## config.mk

```make
export PLATFORM = sky130hd
export DESIGN_NAME = sysop_ctl
export DESIGN_NICKNAME = d
export VERILOG_FILES = /design/src/rtl/sysop_pkg.sv /design/src/rtl/sysop_decode.sv /design/src/rtl/sysop_flag_latch.sv /design/src/rtl/sysop_status.sv /design/src/rtl/sysop_ctl.sv
export SDC_FILE = /design/constraint.sdc
export NUM_CORES = 1
export LEC_CHECK = 0
export CORE_ASPECT_RATIO = 0.9
export CORE_UTILIZATION = 30
export DETAILED_ROUTE_END_ITERATION = 8
export SETUP_SLACK_MARGIN = 0.4
export SLEW_MARGIN = 15
export SYNTH_ARGS = -nofsm -noshare
export SYNTH_HDL_FRONTEND = slang
export SYNTH_SLANG_ARGS = --single-unit
export TNS_END_PERCENT = 30
```

## constraint.sdc

```tcl
create_clock -name clk_i -period 0.99 [get_ports clk_i]
set_input_delay 0.1485 -clock clk_i [delete_from_list [all_inputs] [get_ports clk_i]]
set_output_delay 0.1485 -clock clk_i [all_outputs]
set_load 0.03 [all_outputs]
```

## src/rtl/sysop_pkg.sv

```systemverilog
package sysop_pkg;
  localparam int unsigned SUB_W      = 4;
  localparam int unsigned IDX_W      = SUB_W - 1;
  localparam int unsigned NUM_FLAGS  = 1 << IDX_W;
  localparam int unsigned NUM_PERSIST = NUM_FLAGS / 2;
  localparam int unsigned NUM_EVENT  = NUM_FLAGS - NUM_PERSIST;
  localparam int unsigned SRC_W      = 4;
  localparam int unsigned STAT_W     = 8;
  // status read reuses the clear code of the first event bit
  localparam logic [SUB_W-1:0] RD_STAT_CODE = {1'b0, IDX_W'(NUM_PERSIST)};

  typedef logic [NUM_FLAGS-1:0]   flag_mask_t;
  typedef logic [NUM_PERSIST-1:0] ctl_t;
  typedef logic [NUM_EVENT-1:0]   evt_t;
endpackage

```

## src/rtl/sysop_decode.sv

```systemverilog
module sysop_decode
  import sysop_pkg::*;
#(
  parameter int unsigned PHASE_W   = 2,
  parameter int unsigned UPD_PHASE = 1
) (
  input  logic               sysop_i,
  input  logic [SUB_W-1:0]   sub_op_i,
  input  logic [PHASE_W-1:0] phase_i,
  output logic               fire_o,
  output flag_mask_t         set_mask_o,
  output flag_mask_t         clr_mask_o,
  output logic               rd_stat_o
);
  logic             data_bit;
  logic [IDX_W-1:0] idx;

  assign data_bit = sub_op_i[SUB_W-1];
  assign idx      = sub_op_i[IDX_W-1:0];
  assign fire_o   = sysop_i && (phase_i == PHASE_W'(UPD_PHASE));

  for (genvar g = 0; g < NUM_FLAGS; g++) begin : g_mask
    assign set_mask_o[g] = fire_o &&  data_bit && (idx == IDX_W'(g));
    assign clr_mask_o[g] = fire_o && !data_bit && (idx == IDX_W'(g));
  end

  assign rd_stat_o = fire_o && (sub_op_i == RD_STAT_CODE);

  always_comb begin
    assert ($countones({set_mask_o, clr_mask_o}) <= 1)
      else $error("assert_single_target_R1: more than one flag addressed");
  end
endmodule

```

## src/rtl/sysop_flag_latch.sv

```systemverilog
module sysop_flag_latch
  import sysop_pkg::*;
(
  input  logic       clk_i,
  input  logic       rst_ni,
  input  logic       fire_i,
  input  flag_mask_t set_mask_i,
  input  flag_mask_t clr_mask_i,
  output ctl_t       ctl_o,
  output evt_t       event_o
);
  ctl_t ctl_q;
  evt_t evt_q;

  for (genvar g = 0; g < NUM_PERSIST; g++) begin : g_persist
    always_ff @(posedge clk_i or negedge rst_ni) begin
      if (!rst_ni)               ctl_q[g] <= 1'b0;
      else if (set_mask_i[g])    ctl_q[g] <= 1'b1;
      else if (clr_mask_i[g])    ctl_q[g] <= 1'b0;
    end
  end

  // event bits self-clear: high only for the phase after the update edge
  for (genvar g = 0; g < NUM_EVENT; g++) begin : g_event
    always_ff @(posedge clk_i or negedge rst_ni) begin
      if (!rst_ni) evt_q[g] <= 1'b0;
      else         evt_q[g] <= set_mask_i[NUM_PERSIST+g] && !evt_q[g];
    end
  end

  assign ctl_o   = ctl_q;
  assign event_o = evt_q;

  assert_ctl_hold_R3: assert property (@(posedge clk_i) disable iff (!rst_ni)
    !fire_i |=> $stable(ctl_q));
  assert_pulse_width_R4: assert property (@(posedge clk_i) disable iff (!rst_ni)
    (evt_q != '0) |=> (evt_q == '0));
  assert_pulse_cause_R4: assert property (@(posedge clk_i) disable iff (!rst_ni)
    !fire_i |=> (evt_q == '0));
  assert_event_onehot_R8: assert property (@(posedge clk_i) disable iff (!rst_ni)
    $onehot0(evt_q));
endmodule

```

## src/rtl/sysop_status.sv

```systemverilog
module sysop_status
  import sysop_pkg::*;
(
  input  logic              clk_i,
  input  logic              rst_ni,
  input  logic              rd_stat_i,
  input  ctl_t              ctl_i,
  input  logic [SRC_W-1:0]  irq_src_i,
  output logic              wb_en_o,
  output logic [STAT_W-1:0] wb_data_o
);
  localparam int unsigned USED_W = SRC_W + NUM_PERSIST;

  logic [STAT_W-1:0] word_d;
  logic [STAT_W-1:0] word_q;
  logic              en_q;

  always_comb begin
    word_d = '0;
    word_d[USED_W-1:0] = {irq_src_i, ctl_i};
  end

  always_ff @(posedge clk_i or negedge rst_ni) begin
    if (!rst_ni) begin
      en_q   <= 1'b0;
      word_q <= '0;
    end else begin
      en_q <= rd_stat_i;
      if (rd_stat_i) word_q <= word_d;
    end
  end

  assign wb_en_o   = en_q;
  assign wb_data_o = word_q;

  assert_wb_single_R6: assert property (@(posedge clk_i) disable iff (!rst_ni)
    en_q |=> !en_q);
  assert_wb_cause_R6: assert property (@(posedge clk_i) disable iff (!rst_ni)
    en_q |-> $past(rd_stat_i));
endmodule

```

## src/rtl/sysop_ctl.sv

```systemverilog
module sysop_ctl
  import sysop_pkg::*;
#(
  parameter int unsigned PHASE_W   = 2,
  parameter int unsigned UPD_PHASE = 1
) (
  input  logic                 clk_i,
  input  logic                 rst_ni,
  input  logic                 sysop_i,
  input  logic [SUB_W-1:0]     sub_op_i,
  input  logic [PHASE_W-1:0]   phase_i,
  input  logic [SRC_W-1:0]     irq_src_i,
  output logic [NUM_PERSIST-1:0] ctl_o,
  output logic [NUM_EVENT-1:0] event_o,
  output logic                 wb_en_o,
  output logic [STAT_W-1:0]    wb_data_o
);
  localparam int unsigned LAST_PHASE = (1 << PHASE_W) - 1;

  logic       fire;
  logic       rd_stat;
  flag_mask_t set_mask;
  flag_mask_t clr_mask;
  ctl_t       ctl;
  evt_t       evt;

  sysop_decode #(.PHASE_W(PHASE_W), .UPD_PHASE(UPD_PHASE)) u_decode (
    .sysop_i    (sysop_i),
    .sub_op_i   (sub_op_i),
    .phase_i    (phase_i),
    .fire_o     (fire),
    .set_mask_o (set_mask),
    .clr_mask_o (clr_mask),
    .rd_stat_o  (rd_stat)
  );

  sysop_flag_latch u_latch (
    .clk_i      (clk_i),
    .rst_ni     (rst_ni),
    .fire_i     (fire),
    .set_mask_i (set_mask),
    .clr_mask_i (clr_mask),
    .ctl_o      (ctl),
    .event_o    (evt)
  );

  sysop_status u_status (
    .clk_i     (clk_i),
    .rst_ni    (rst_ni),
    .rd_stat_i (rd_stat),
    .ctl_i     (ctl),
    .irq_src_i (irq_src_i),
    .wb_en_o   (wb_en_o),
    .wb_data_o (wb_data_o)
  );

  assign ctl_o   = ctl;
  assign event_o = evt;

  assert_reset_quiet_R7: assert property (@(posedge clk_i)
    !rst_ni |-> (ctl_o == '0 && event_o == '0 && !wb_en_o));
  assert_last_phase_low_R8: assert property (@(posedge clk_i) disable iff (!rst_ni)
    (phase_i == PHASE_W'(LAST_PHASE)) && (UPD_PHASE + 1 < LAST_PHASE + 1)
      |-> (event_o == '0) || (UPD_PHASE + 1 == LAST_PHASE));
endmodule

```

==> impl_metrics.tcl <==
set metrics [dict create \
    status "complete, but fails checks" \
    violations "negative setup slack" \
    max_slew_margin_pct 87.6 \
    fp-row-count 15 \
    netlist.area_leader.share_pct 62.5 \
    clk_latency_ps 280 \
    r2r-end "u_status.wb_data_o[1]" \
    placed_cells 105 \
    synth_warnings 0 \
    critPathLaunchType "register" \
    crit_fanout 3 \
    start_util_pct 33.6 \
    power_per_cell_area_mw_per_mm2 1380 \
    clk_pin_slew_worst_paths_ps 100 \
    synth.distinct_cells 14 \
    grt_max_degree 18 \
    yosysTopAreaCell "dfrtp_1" \
    cts.sinks 17 \
    via_per_inst 4.74 \
    timing.final.crit_share_pct 101 \
    syn_avg_cell_area_um2 15.1 \
    max_freq_mhz 998 \
    cts-root-buf "clkbuf_4" \
    grt_overflow_total 0 \
    die_area_mm2 0.00246 \
    fin_skew_ps 3.64 \
    slowest_stage "dfrtp_1" \
    drtIter0Drc 2 \
    postLayoutCoreUtil_pct 60.9 \
    leakagePower_nw 0.630 \
    nets 106 \
    rsz0062_at_grt "true" \
    first_global_vias 584 \
    report.final.slew_viol_count 0 \
    synth_nets 58 \
    fin_ws_ps -11.8 \
    synthArstFlopShare_pct 100 \
    timing.rr.start "u_latch.ctl_o[1]" \
    finalPower_mw 1.71 \
    ios 30 \
    die_w_um 52.2 \
    syn_to_final_growth_pct 81.2 \
    cp.required_ps 840 \
    wl_per_cell_um 13.4 \
    ys_top_cells_by_area "dfrtp_1 (63%), mux2_2 (20%), nand3b_4 (2.9%), nor4b_1 (2.6%), nand3b_1 (2.2%)" \
    crit_path_end "ctl_o[0]" \
    hold_path.class "in2async" \
    fin_setup_tns_ps -13.0 \
    dp_hpwl_um 1030 \
    ys.flop_type "dfrtp_1" \
    rrSetupSlack_ps 80 \
    die_y_um 47.2 \
    synth_edf_count 0 \
    tightest_slew_ps 184 \
    startpoint "u_latch.ctl_o[0]" \
    ant_nets 0 \
    gp_congestion 0.658 \
    numPortBuffers 29 \
    yosysSeqAreaShare_pct 62.5 \
    num_vias 554 \
    drt-total-wl_um 1570 \
    drt-pass1-iter-count 2 \
    n_fill_cell 178 \
    reg2reg_depth 2 \
    crit_chain "buf_6" \
    tritoncts "built" \
    antenna-diode-count 0 \
    setup_viol 2 \
    clockBufferDepth 2 \
    ctsHoldBuffers 0 \
    antenna_found_initial 0 \
    ys_ff_latch 17 \
    drv_cap 0 \
    drc_errors 0 \
    cp.arrival_ps 850 \
    synth_area_um2 681 \
    htree_num_levels 1 \
    worstSetupEndpointType "primary output" \
    yosysMostFrequentCell "dfrtp_1" \
    grt_pass1_wl_um 2460 \
    core_mm2 0.00203 \
    stdcell_count 117 \
    cts_buffers 3 \
    crit_family "flip-flops" \
    slowest_delay_ps 420 \
    min_period_ps 1000 \
    drive_gt1_share_pct 66.3 \
    synthTopCellsByCount "dfrtp_1 (17), mux2_2 (12)" \
    synthCells 45 \
    grt_use_total_pct 14.7 \
    cp.depth 1 \
    worst-path-buf-inv 1 \
    crit_type "reg2out" \
    ir_drop_uv 1040 \
    hold_viol_final 0 \
]
## power by group
part	internal [mW]	leakage (nW)	switching, mW	total (mW)
clock network	0.156	0.0150	0.205	0.362
logic	0.283	0.386	0.249	0.532
registers	0.761	0.229	0.0521	0.813
total	1.20	0.630	0.507	1.71
## final cells by class
type	instances	area (µm²)	share of cell area (%)
timing repair buffer	42	409	33.2
multi-input combinational	27	334	27.1
inverter	2	7.51	0.609
clock buffer	4	26.3	2.13
tap	25	31.3	2.54
sequential	17	425	34.5
## flip-flops by register name, summed over array words and instances, names as in the netlist
| register | cells |
|---|---|
| u_latch.ctl_o | 4 |
| u_latch.event_o | 4 |
| u_status.wb_data_o | 8 |
| u_status.wb_en_o | 1 |
## worst min path at each step
stage	from	to	slack [ps]	depth (start not counted)
after floorplan	rst_ni	u_latch.ctl_o[0]	-150	0
after global placement	u_latch.event_o[2]	u_latch.event_o[2]	420	1
after detailed placement	u_latch.event_o[3]	u_latch.event_o[3]	430	1
after CTS	rst_ni	u_latch.ctl_o[0]	180	2
after global routing	rst_ni	u_latch.ctl_o[0]	170	2
final	rst_ni	u_latch.ctl_o[0]	180	2
## repair_timing
item,in CTS,in global routing
setup buffers,5,2
gates resized for setup,50,3
gates cloned,1,0
setup endpoints to repair,34,33
pin swaps,6,3
## worst register-to-register path, stage by stage, from the launching register on
cell and delay [ps]:
dfrtp_1 410, buf_4 150, mux2_2 250
## placed cells by master, fill, tap and decap left out, types with 3 or more instances in the layout
| cell type | instances |
|---|---|
| buf_4 | 12 |
| mux2_2 | 9 |
| dfrtp_1 | 17 |
| clkdlybuf4s50_1 | 5 |
| buf_6 | 19 |
| buf_2 | 3 |
| clkbuf_4 | 3 |
| mux2_4 | 3 |
## per-layer routing
| layer | wire [µm] | vias up | track usage [%] |
|---|---|---|---|
| li1 | - | 260 | - |
| met2 | 799 | 19 | 25.6 |
| met1 | 676 | 273 | 16.6 |
| met5 | 0 | - | 0 |
| met3 | 79 | 2 | 6.15 |
| met4 | 13 | 0 | 4.74 |
## cell families (layout without fill, tap and decap cells)
| group | Yosys count | count (layout) | share of synthesized area (%) |
|---|---|---|---|
| buf+inv | 2 | 48 | 1.10 |
| flops | 17 | 17 | 62.5 |
| mux | 12 | 12 | 19.9 |
| simple gates | 14 | 15 | 16.5 |
## stage by stage
step / hold slack, ps / cell area [µm²] / setup slack, ps
final: 182 / 1230 / -11.8
after global routing: 171 / 1230 / -70.0
after CTS: 176 / 1190 / -24.5
after detailed placement: 425 / 1020 / -466
after global placement: 422 / 1020 / -453
after floorplan: -147 / 686 / 53.7
No activity file was read; power rests on OpenSTA's default activity.
